**config.mk**
```make
export PLATFORM = sky130hd
export DESIGN_NAME = spi_queued_master
export DESIGN_NICKNAME = d
export VERILOG_FILES = /design/src/rtl/spi_queued_master.sv
export SDC_FILE = /design/constraint.sdc
export NUM_CORES = 1
export LEC_CHECK = 0
export BUFFER_PORTS_ARGS = -buffer_cell sky130_fd_sc_hd__clkbuf_2
export CAP_MARGIN = 15
export CORE_MARGIN = 3
export CORE_UTILIZATION = 45
export CTS_CLUSTER_DIAMETER = 50
export DETAILED_ROUTE_END_ITERATION = 12
export GPL_ROUTABILITY_DRIVEN = 1
export MAX_ROUTING_LAYER = met4
export PLACE_DENSITY_LB_ADDON = 0.05
export SKIP_LAST_GASP = 1
export SLEW_MARGIN = 20
export SYNTH_ARGS = -nofsm -noshare
export SYNTH_HDL_FRONTEND = slang
export SYNTH_SLANG_ARGS = --single-unit
```
**constraint.sdc**
```tcl
create_clock -name clk -period 1.99 [get_ports clk]
set_input_delay 0.398 -clock clk [delete_from_list [all_inputs] [get_ports clk]]
set_output_delay 0.398 -clock clk [all_outputs]
set_load 0.1 [all_outputs]
```
**src/rtl/spi_queued_master.sv**
```systemverilog
module spi_queued_master #(
  parameter int SCK_HALF = 2
) (
  input  logic       clk,
  input  logic       rst_n,
  input  logic       wr_en,
  input  logic [7:0] wr_data,
  input  logic       stat_rd,
  input  logic       data_rd,
  input  logic       miso,
  output logic [7:0] rd_data,
  output logic       tx_empty,
  output logic       rx_full,
  output logic       overrun,
  output logic       sck,
  output logic       mosi
);

  localparam int CW = (SCK_HALF > 1) ? $clog2(SCK_HALF) : 1;

  logic [7:0]    hold_q;
  logic          hold_full;
  logic [7:0]    shreg;
  logic          busy;
  logic          sck_q;
  logic          mosi_q;
  logic [2:0]    bit_cnt;
  logic [CW-1:0] div_cnt;
  logic [7:0]    rx_q;
  logic          rxf_q;
  logic          ovr_q;
  logic          armed;

  logic       tick, rise, fall, last, start, load, rd_clear;
  logic [7:0] shifted;

  assign tick     = busy && (div_cnt == CW'(SCK_HALF - 1));
  assign rise     = tick && !sck_q;
  assign fall     = tick && sck_q;
  assign last     = fall && (bit_cnt == 3'd7);
  assign start    = !busy && hold_full;
  assign load     = start || (last && hold_full);
  assign shifted  = {shreg[6:0], miso};
  assign rd_clear = data_rd && armed;

  assign rd_data  = rx_q;
  assign tx_empty = !hold_full;
  assign rx_full  = rxf_q;
  assign overrun  = ovr_q;
  assign sck      = sck_q;
  assign mosi     = mosi_q;

  always_ff @(posedge clk or negedge rst_n) begin
    if (!rst_n) begin
      div_cnt <= '0;
      sck_q   <= 1'b0;
      mosi_q  <= 1'b0;
      bit_cnt <= 3'd0;
      shreg   <= 8'h00;
      busy    <= 1'b0;
    end else begin
      if (!busy || tick) div_cnt <= '0;
      else               div_cnt <= div_cnt + 1'b1;
      if (tick) sck_q <= !sck_q;
      if (rise) mosi_q <= shreg[7];
      if (fall) begin
        bit_cnt <= bit_cnt + 3'd1;
        shreg   <= shifted;
      end
      if (load) shreg <= hold_q;
      if (start)                      busy <= 1'b1;
      else if (last && !hold_full)    busy <= 1'b0;
    end
  end

  always_ff @(posedge clk or negedge rst_n) begin
    if (!rst_n) begin
      hold_q    <= 8'h00;
      hold_full <= 1'b0;
    end else if (load) begin
      hold_full <= 1'b0;
    end else if (wr_en && !hold_full) begin
      hold_q    <= wr_data;
      hold_full <= 1'b1;
    end
  end

  always_ff @(posedge clk or negedge rst_n) begin
    if (!rst_n) begin
      rx_q  <= 8'h00;
      rxf_q <= 1'b0;
      ovr_q <= 1'b0;
      armed <= 1'b0;
    end else if (last) begin
      rx_q  <= shifted;
      rxf_q <= 1'b1;
      ovr_q <= (ovr_q && !rd_clear) || (rxf_q && !rd_clear);
      armed <= 1'b0;
    end else if (rd_clear) begin
      rxf_q <= 1'b0;
      ovr_q <= 1'b0;
      armed <= 1'b0;
    end else if (stat_rd && rxf_q) begin
      armed <= 1'b1;
    end
  end

endmodule


```
# Word-level counts from Yosys, hierarchy flattened

Index checks and enable logic that the tools add are counted.

Bits in registers: 35
Bits of input ports: 14
Word-level logic and storage cells: 54

Add/subtract/negate cells: 2
Eq/ne operators: 1
Multiplexer cells: 13
Bitwise operators: 1
Reduce and logical (&&, ||, !) cells: 25

Operator list:

| cell                                         | number |
|---|---|
| two-way mux 8 bit                            | 2 |
| logical AND 1 bit                            | 12 |
| two-way mux 1 bit                            | 11 |
| nonzero test 2 bit                           | 4 |
| logical NOT 1 bit                            | 4 |
| adder 3 x 1 -> 3 bit (second input constant) | 1 |
| equality test 3 bit (second input constant)  | 1 |
| logical OR 1 bit                             | 3 |
| nonzero test 3 bit                           | 1 |
| AND reduction 2 bit                          | 1 |
| adder 1 bit (second input constant)          | 1 |
| inverter 1 bit                               | 1 |

# Depth between registers and ports, before layout

Gate-level depths: netlist of the first run.

Depth after elaboration: 7
Depth in mapped cells: 6

# Least setup slack after synthesis of the first run

Ideal clock, no wire load.

Kind: register -> register
Start: reg sck_q, in the netlist sck
End: reg shreg[0]
Library setup time: 125 ps
Arrival time: 1896 ps
Required time: 1865 ps
Setup slack: -31 ps
Stages on the path, launching flop included: 5
Clock period less this slack: 2021 ps
Cells stage by stage: dfrtp_1 nand3_2 buf_6 mux2_4 mux2_4

Longest elaborated chain between the ends: 5
Elaborated cells between the ends (all ways): 6
Classes of those cells: 1 x mux; 5 x reduce/logical

Ends and longest elaborated chain:

| what                                                           | line | source |
|---|---|---|
| from (decl)                                                    | 25   | `logic sck_q;` |
| from (signal assigned)                                         | 64   | `if (tick) sck_q <= !sck_q;` |
| logical AND 1 bit *                                            | 39   | `assign fall = tick && sck_q;` |
| logical AND 1 bit                                              | 40   | `assign last = fall && (bit_cnt == 3'd7);` |
| logical AND 1 bit                                              | 42   | `assign load = start \|\| (last && hold_full);` |
| logical OR 1 bit                                               | 42   |  |
| two-way mux 8 bit / nonzero test 2 bit (equally long branches) | -    |  |
| to (signal assigned)                                           | 68   | `shreg <= shifted;` |
| to (signal assigned)                                           | 70   | `if (load) shreg <= hold_q;` |
| to (decl)                                                      | 23   | `logic [7:0] shreg;` |

Mark *: on every way between the ends. The rest lies on a longest branch, timed or not.
A chain may end at the register's enable or synchronous reset.

# Final worst setup path of the first run

Start: reg bit_cnt[0]
End: reg shreg[6]

Longest elaborated chain between the ends: 5
Elaborated cells between the ends (all ways): 6
Classes of those cells: 1 x eq/ne; 1 x mux; 4 x reduce/logical

Ends and longest elaborated chain:

| what                                                           | line | source |
|---|---|---|
| from (decl)                                                    | 27   | `logic [2:0] bit_cnt;` |
| from (signal assigned)                                         | 67   | `bit_cnt <= bit_cnt + 3'd1;` |
| equality test 3 bit *                                          | 40   |  |
| logical AND 1 bit *                                            | 40   |  |
| logical AND 1 bit *                                            | 42   |  |
| logical OR 1 bit *                                             | 42   |  |
| two-way mux 8 bit / nonzero test 2 bit (equally long branches) | -    |  |

Marks and branches as above.

==> impl_metrics.env, run 1 <==
export IMPL_status="complete, no violations"
export IMPL_clock_latency_ns=0.33
export IMPL_root_buffer="clkbuf_4"
export IMPL_cp_common_cell="ha_1"
export IMPL_yosys_area_top_type_share_pct=58.0
export IMPL_gr_total_overflow=0
export IMPL_synth_warning_count=0
export IMPL_postCtsSetupBuffers=0
export IMPL_place_area_mm2=0.00170
export IMPL_synth_nets=114
export IMPL_first_iter_violations=9
export IMPL_synthFlopType="dfrtp_1"
export IMPL_diodes=0
export IMPL_hold_path_cell_count=2
export IMPL_met3_usage_pct=5.27
export IMPL_wl_per_cell_um=14.3
export IMPL_yosysTopAreaCell="dfrtp_1"
export IMPL_place_hpwl_mm=1.82
export IMPL_grt_usage_pct=15.0
export IMPL_cts_buffers=5
export IMPL_fp_coreArea_mm2=0.00313
export IMPL_synth_most_common_cell="dfrtp_1"
export IMPL_regArea_um2=877
export IMPL_worst_pin_slew_ns=0.542
export IMPL_synth_edf_count=0
export IMPL_num_vias=848
export IMPL_viasPerCell=4.82
export IMPL_ios=27
export IMPL_cp_num_buf_inv=0
export IMPL_hold_viol=0
export IMPL_synth_cells=98
export IMPL_grt_pass1_wl_mm=4.44
export IMPL_antenna_left=0
export IMPL_die_area_mm2=0.00409
export IMPL_syn_avg_cell_area_um2=15.4
export IMPL_hold_class="in2reg"
export IMPL_clock_skew_final_ns=0.00945
export IMPL_rsz0062_at_grt="false"
export IMPL_drc=0
export IMPL_slew_violations=0
export IMPL_worstHoldStart="wr_en"
export IMPL_cp_required_ns=2.22
export IMPL_reg2reg_depth=5
export IMPL_fmax_ghz=0.547
export IMPL_globalplace_congestion=0.704
export IMPL_synthTopCellsByArea="dfrtp_1 58%, mux2_2 16%, mux2_4 14%, ha_1 1.7%, nand2_1 1.2%"
export IMPL_endpoint_kind="flip-flop"
export IMPL_synth_area_mm2=0.00151
export IMPL_setup_tns_ns=0
export IMPL_slowest_delay_ns=0.40
export IMPL_first_pass_iters=2
export IMPL_grt_busiest_layer="met2"
export IMPL_multiInputGateArea_um2=602
export IMPL_die_x_um=63.9
export IMPL_synthArstFlopShare_pct=100
export IMPL_path_max_fanout=9
export IMPL_finish_net_count=148
export IMPL_fin_crit_ns=1.83
export IMPL_cap_violations=0
export IMPL_drt_total_wl_mm=2.52
export IMPL_path_clk_slew_ns=0.10
export IMPL_final_cell_area_mm2=0.00175
export IMPL_synth_seq_area_share_pct=58.0
export IMPL_start_util_pct=48.3
export IMPL_clock_sinks=35
export IMPL_crit_arrival_ns=2.06
export IMPL_reg2reg_slack_ns=0.16
export IMPL_fillers=284
export IMPL_antenna_found_initial=0
export IMPL_setup_worst_path_class="reg2reg"
export IMPL_path_cells="ha_1 > ha_1 > and3_2 > o21ai_4 > mux2_2"
export IMPL_r2r_end="shreg[6]$_DFFE_PN0P_"
export IMPL_synth_cell_types=19
export IMPL_ys_seq_elements=35
export IMPL_setup_violations=0
export IMPL_r2r_start="bit_cnt[0]$_DFFE_PN0P_"
export IMPL_cp_slowest_cell="dfrtp_1"
export IMPL_first_global_vias=938
export IMPL_synth_commonest_cells="35 x dfrtp_1, 21 x mux2_2, 14 x mux2_4"
export IMPL_grtUsageMet2_pct=24.0
export IMPL_grt_max_degree=22
export IMPL_place_port_buffers=26
export IMPL_drive_above_1_share_pct=55.3
export IMPL_fin_crit_sh_pct=91.8
export IMPL_crit_family="flip-flops"
export IMPL_die_y_um=63.9
export IMPL_worstSetupStartpointType="flip-flop"
export IMPL_num_rows=20
export IMPL_hold_path_end="hold_full$_DFFE_PN0P_"
export IMPL_area_growth_pct=16.1
export IMPL_whs_ns=0.287
export IMPL_cts_buffer_depth=2
export IMPL_h_tree_depth=2
export IMPL_slew_headroom_pct=64.0
export IMPL_cts_tree="yes"
export IMPL_grt_use_met1_pct=17.8
[cells by family (layout without fill, tap and decap cells)]
family / after synthesis / after routing / synth area share (%)
muxes: 36 / 36 / 30.2
DFF: 35 / 35 / 58.0
and+or+nand+nor: 13 / 13 / 4.39
buffers and inverters: 6 / 40 / 2.15
AOI/OAI and AO/OA: 4 / 4 / 2.40
adders and majority gates: 2 / 2 / 1.66
xor gates and xnor gates: 2 / 2 / 1.16
[worst max path at each step]
stage / slack [ns] / depth (start not counted) / startpoint / endpoint
2_1_floorplan: 0.28 / 5 / bit_cnt[0]$_DFFE_PN0P_ / shreg[6]$_DFFE_PN0P_
4_1_cts: 0.17 / 5 / bit_cnt[0]$_DFFE_PN0P_ / shreg[6]$_DFFE_PN0P_
5_1_grt: 0.09 / 5 / bit_cnt[0]$_DFFE_PN0P_ / shreg[6]$_DFFE_PN0P_
6_report: 0.16 / 5 / bit_cnt[0]$_DFFE_PN0P_ / shreg[6]$_DFFE_PN0P_
3_3_place_gp: 0.20 / 5 / bit_cnt[0]$_DFFE_PN0P_ / shreg[6]$_DFFE_PN0P_
3_5_place_dp: 0.18 / 5 / bit_cnt[0]$_DFFE_PN0P_ / shreg[6]$_DFFE_PN0P_
[layout by cell type, fill, tap and decap left out]
| cell type | netlist | layout |
|---|---|---|
| dfrtp_1 | 35 | 34 |
| clkbuf_2 | 0 | 26 |
| mux2_2 | 21 | 21 |
| mux2_4 | 14 | 14 |
| nand2_1 | 5 | 5 |
| clkbuf_4 | 0 | 5 |
| inv_1 | 3 | 3 |
| nor2_1 | 3 | 3 |
| buf_4 | 0 | 3 |
| xnor2_1 | 2 | 2 |
| o21a_1 | 2 | 2 |
| ha_1 | 2 | 2 |
| clkbuf_1 | 0 | 2 |
| nand3_2 | 1 | 1 |
| and3_2 | 1 | 1 |
| o21ai_4 | 1 | 1 |
| o21ai_0 | 1 | 1 |
| nor2b_1 | 1 | 1 |
| nand4_1 | 1 | 1 |
| mux2i_1 | 1 | 1 |
| and2_1 | 1 | 1 |
| dlygate4sd3_1 | 0 | 1 |
| dfrtp_2 | 0 | 1 |
[final cells by class]
cell class	instances	area share (%)
Tap cell	44	3.14
Clock buffer	7	2.57
Timing Repair Buffer	30	9.28
Multi-Input combinational cell	57	34.3
Inverter	3	0.642
Sequential cell	35	50.0
[repair_timing]
| item | CTS | global route |
|---|---|---|
| resized for setup | 0 | 0 |
| hold buffers | 1 | 0 |
| hold endpoints to repair | 14 | 0 |
[stage by stage]
| stage | cells | utilization (%) | setup slack, ns |
|---|---|---|---|
| 2_1_floorplan | 98 | - | 0.276 |
| 3_3_place_gp | 168 | 54.3 | 0.204 |
| 3_5_place_dp | 168 | 54.3 | 0.180 |
| 4_1_cts | 176 | 56.0 | 0.169 |
| 5_1_grt | 176 | 56.0 | 0.0857 |
| 6_report | 176 | 56.0 | 0.162 |
[per-layer routing]
| layer | vias to the layer above | wire length (um) |
|---|---|---|
| met5 | - | 0 |
| met4 | 0 | 36 |
| met3 | 5 | 131 |
| met2 | 21 | 1280 |
| met1 | 415 | 1070 |
| li1 | 407 | - |
[registers in the layout, summed over array words and instances (netlist names)]
name       flops
hold_q         8
rd_data        8
shreg          8
bit_cnt        3
armed          1
busy           1
div_cnt        1
hold_full      1
mosi           1
overrun        1
rx_full        1
sck            1
Power of run 1 is left out: the tool's default activity adds up to more than one toggle a clock period on the data nets, which glitch-free logic cannot reach.
==> inputs of run 2 (changes only) <==
--- a/config.mk
+++ b/config.mk
@@ -5,6 +5,7 @@
 export SDC_FILE = /design/constraint.sdc
 export NUM_CORES = 1
 export LEC_CHECK = 0
+export ABC_AREA = 1
 export BUFFER_PORTS_ARGS = -buffer_cell sky130_fd_sc_hd__clkbuf_2
 export CAP_MARGIN = 15
 export CORE_MARGIN = 3
==> run 2 against run 1 <==
First-iteration DRC count grew to 10 times the previous value. Global-route usage is 1.8 points higher. Register-to-register slack better by 0.19 ns. Core utilization is 1.0 points lower. Die area is 1.2% higher. Critical path depth is 3 lower. Largest cell class unchanged. Routed wire length is 13% higher.
==> impl_metrics.env, run 2 <==
export IMPL_setup_worst_path_class="reg2out"
export IMPL_path_max_fanout=11
export IMPL_crit_arrival_ns=1.50
export IMPL_worstSetupStartpointType="flip-flop"
export IMPL_endpoint_kind="output port"
export IMPL_fin_crit_ns=1.90
export IMPL_cp_required_ns=1.59
export IMPL_wl_per_cell_um=11.7
export IMPL_worst_pin_slew_ns=0.550
export IMPL_regArea_um2=876
export IMPL_cap_violations=0
export IMPL_whs_ns=0.0772
export IMPL_dpl_cell_count=237
export IMPL_viasPerCell=4.85
export IMPL_syn_avg_cell_area_um2=8.95
export IMPL_synthTopCellsByArea="dfrtp_1 57%, nand2_1 15%, nand3_1 5.6%, nand4_1 3.7%, a21oi_1 2.9%"
export IMPL_hold_viol=0
export IMPL_rsz0062_at_grt="false"
export IMPL_first_iter_violations=93
export IMPL_hold_class="in2async"
export IMPL_drive_above_1_share_pct=20.4
export IMPL_fillers=319
export IMPL_fp_coreArea_mm2=0.00315
export IMPL_clock_skew_final_ns=0.00835
export IMPL_place_port_buffers=26
export IMPL_synth_edf_count=0
export IMPL_first_pass_iters=4
export IMPL_synth_seq_area_share_pct=57.2
export IMPL_final_common_cell="nand2_1"
export IMPL_ys_seq_elements=35
export IMPL_num_vias=1189
export IMPL_drc=0
export IMPL_diodes=0
export IMPL_first_global_vias=1173
export IMPL_h_tree_depth=2
export IMPL_clock_sinks=35
export IMPL_cts_resized=0
export IMPL_setup_violations=0
export IMPL_root_buffer="clkbuf_4"
export IMPL_cts_buffer_depth=2
export IMPL_drt_total_wl_mm=2.86
export IMPL_die_area_mm2=0.00414
export IMPL_fin_cells=245
export IMPL_synth_most_common_cell="nand2_1"
export IMPL_synth_commonest_cells="62 x nand2_1, 35 x dfrtp_1, 17 x nand3_1"
export IMPL_power_density_mw_per_mm2=1560
export IMPL_final_cell_area_mm2=0.00174
export IMPL_clock_latency_ns=0.34
export IMPL_synthFlopType="dfrtp_1"
export IMPL_gr_total_overflow=0
export IMPL_start_util_pct=48.5
export IMPL_peakVddDrop_v=0.000893
export IMPL_final_cell_mix="62 x nand2_1, 35 x dfrtp_1, 26 x clkbuf_2"
export IMPL_antenna_left=0
export IMPL_area_growth_pct=13.4
export IMPL_die_y_um=64.3
export IMPL_reg2reg_depth=6
export IMPL_place_area_mm2=0.00169
export IMPL_yosys_area_top_type_share_pct=57.2
export IMPL_status="complete, no violations"
export IMPL_cts_buffers=5
export IMPL_synth_cells=171
export IMPL_multiInputGateArea_um2=561
export IMPL_antenna_found_initial=0
export IMPL_grt_pass1_wl_mm=5.33
export IMPL_cts_tree="yes"
export IMPL_slew_headroom_pct=63.5
export IMPL_place_hpwl_mm=2.01
export IMPL_synth_warning_count=0
export IMPL_synth_area_mm2=0.00153
export IMPL_yosysTopAreaCell="dfrtp_1"
export IMPL_setup_tns_ns=0
export IMPL_finish_net_count=216
export IMPL_postCtsSetupBuffers=0
export IMPL_synth_nets=187
export IMPL_holdBufCountCts=0
export IMPL_grt_usage_pct=16.9
export IMPL_fmax_ghz=0.527
export IMPL_fin_crit_sh_pct=95.3
export IMPL_slew_violations=0
export IMPL_die_x_um=64.3
export IMPL_num_rows=20
export IMPL_grt_max_degree=36
export IMPL_ios=27
export IMPL_globalplace_congestion=0.861
export IMPL_synth_cell_types=21
export IMPL_synthArstFlopShare_pct=100
export IMPL_path_clk_slew_ns=0.10
export IMPL_p_leak_uw=0.000947
## run 2: changes by cell type after synthesis, moves of 4 or more
| cell | previous run | this run |
|---|---|---|
| nand2_1 | 5 | 62 |
| buf_4 | 0 | 4 |
| inv_1 | 3 | 10 |
| nor2_1 | 3 | 9 |
| nand4_1 | 1 | 9 |
| a21oi_1 | 0 | 9 |
| mux2_2 | 21 | 1 |
| nand3_1 | 0 | 17 |
| mux2_4 | 14 | 0 |
## run 2: logic make-up (layout without fill, tap and decap cells)
logic type	count (synthesis)	count (layout)	synth area share (%)
flops	35	35	57.2
xor+xnor	1	1	0.572
buf+inv	19	49	6.13
mux	1	1	0.736
simple gates	102	102	29.8
compound gates	11	11	3.84
fa+ha+maj	2	2	1.64
## run 2: power by group
group / switching, uW / leakage [uW] / internal, uW
Clock: 226 / 0.0000293 / 138
Sequential: 194 / 0.000415 / 980
Combinational: 925 / 0.000503 / 252
## run 2: final timing paths
path / startpoint / to / slack [ns]
worst max-delay path: hold_full$_DFFE_PN0P_ / tx_empty / 0.09
max in group asynchronous: rst_n / shreg[3]$_DFFE_PN0P_ / 1.61
worst max register to register: bit_cnt[0]$_DFFE_PN0P_ / armed$_DFFE_PN0P_ / 0.35
worst min-delay path: rst_n / rd_data[1]$_DFFE_PN0P_ / 0.08
worst min register to register: bit_cnt[0]$_DFFE_PN0P_ / bit_cnt[0]$_DFFE_PN0P_ / 0.49
min in group clk: miso / rd_data[0]$_DFFE_PN0P_ / 0.28
## run 2: area by class of cell
cell class / count / share of cell area, %
Tap cell: 44 / 3.17
Sequential cell: 35 / 50.5
Clock buffer: 7 / 2.60
Inverter: 13 / 2.81
Multi-Input combinational cell: 117 / 32.3
Timing Repair Buffer: 28 / 8.36
Clock inverter: 1 / 0.288
## run 2: critical path, cell delays in order, from the launching register on
cell	delay, ns
dfrtp_1	0.55
inv_2	0.15
clkbuf_2	0.46
## run 2: layer usage
metal | track usage, % | vias to the layer above | part of all wire, %
met2 | 24.9 | 36 | 43
met4 | 7.65 | 0 | 1.5
li1 | - | 608 | -
met5 | - | - | 0
met3 | 4.22 | 6 | 5.5
met1 | 21.9 | 539 | 50
## run 2: stage by stage
stage | utilization [%] | setup WS (ns) | power, uW
floorplan | - | 0.169 | 2160
global placement | 53.5 | 0.411 | 2350
detailed placement | 53.5 | 0.348 | 2370
CTS | 55.0 | 0.0823 | 2740
global route | 55.0 | 0.0215 | 2920
finish | 55.0 | 0.0934 | 2710
Power figures use the tool's default switching activity.
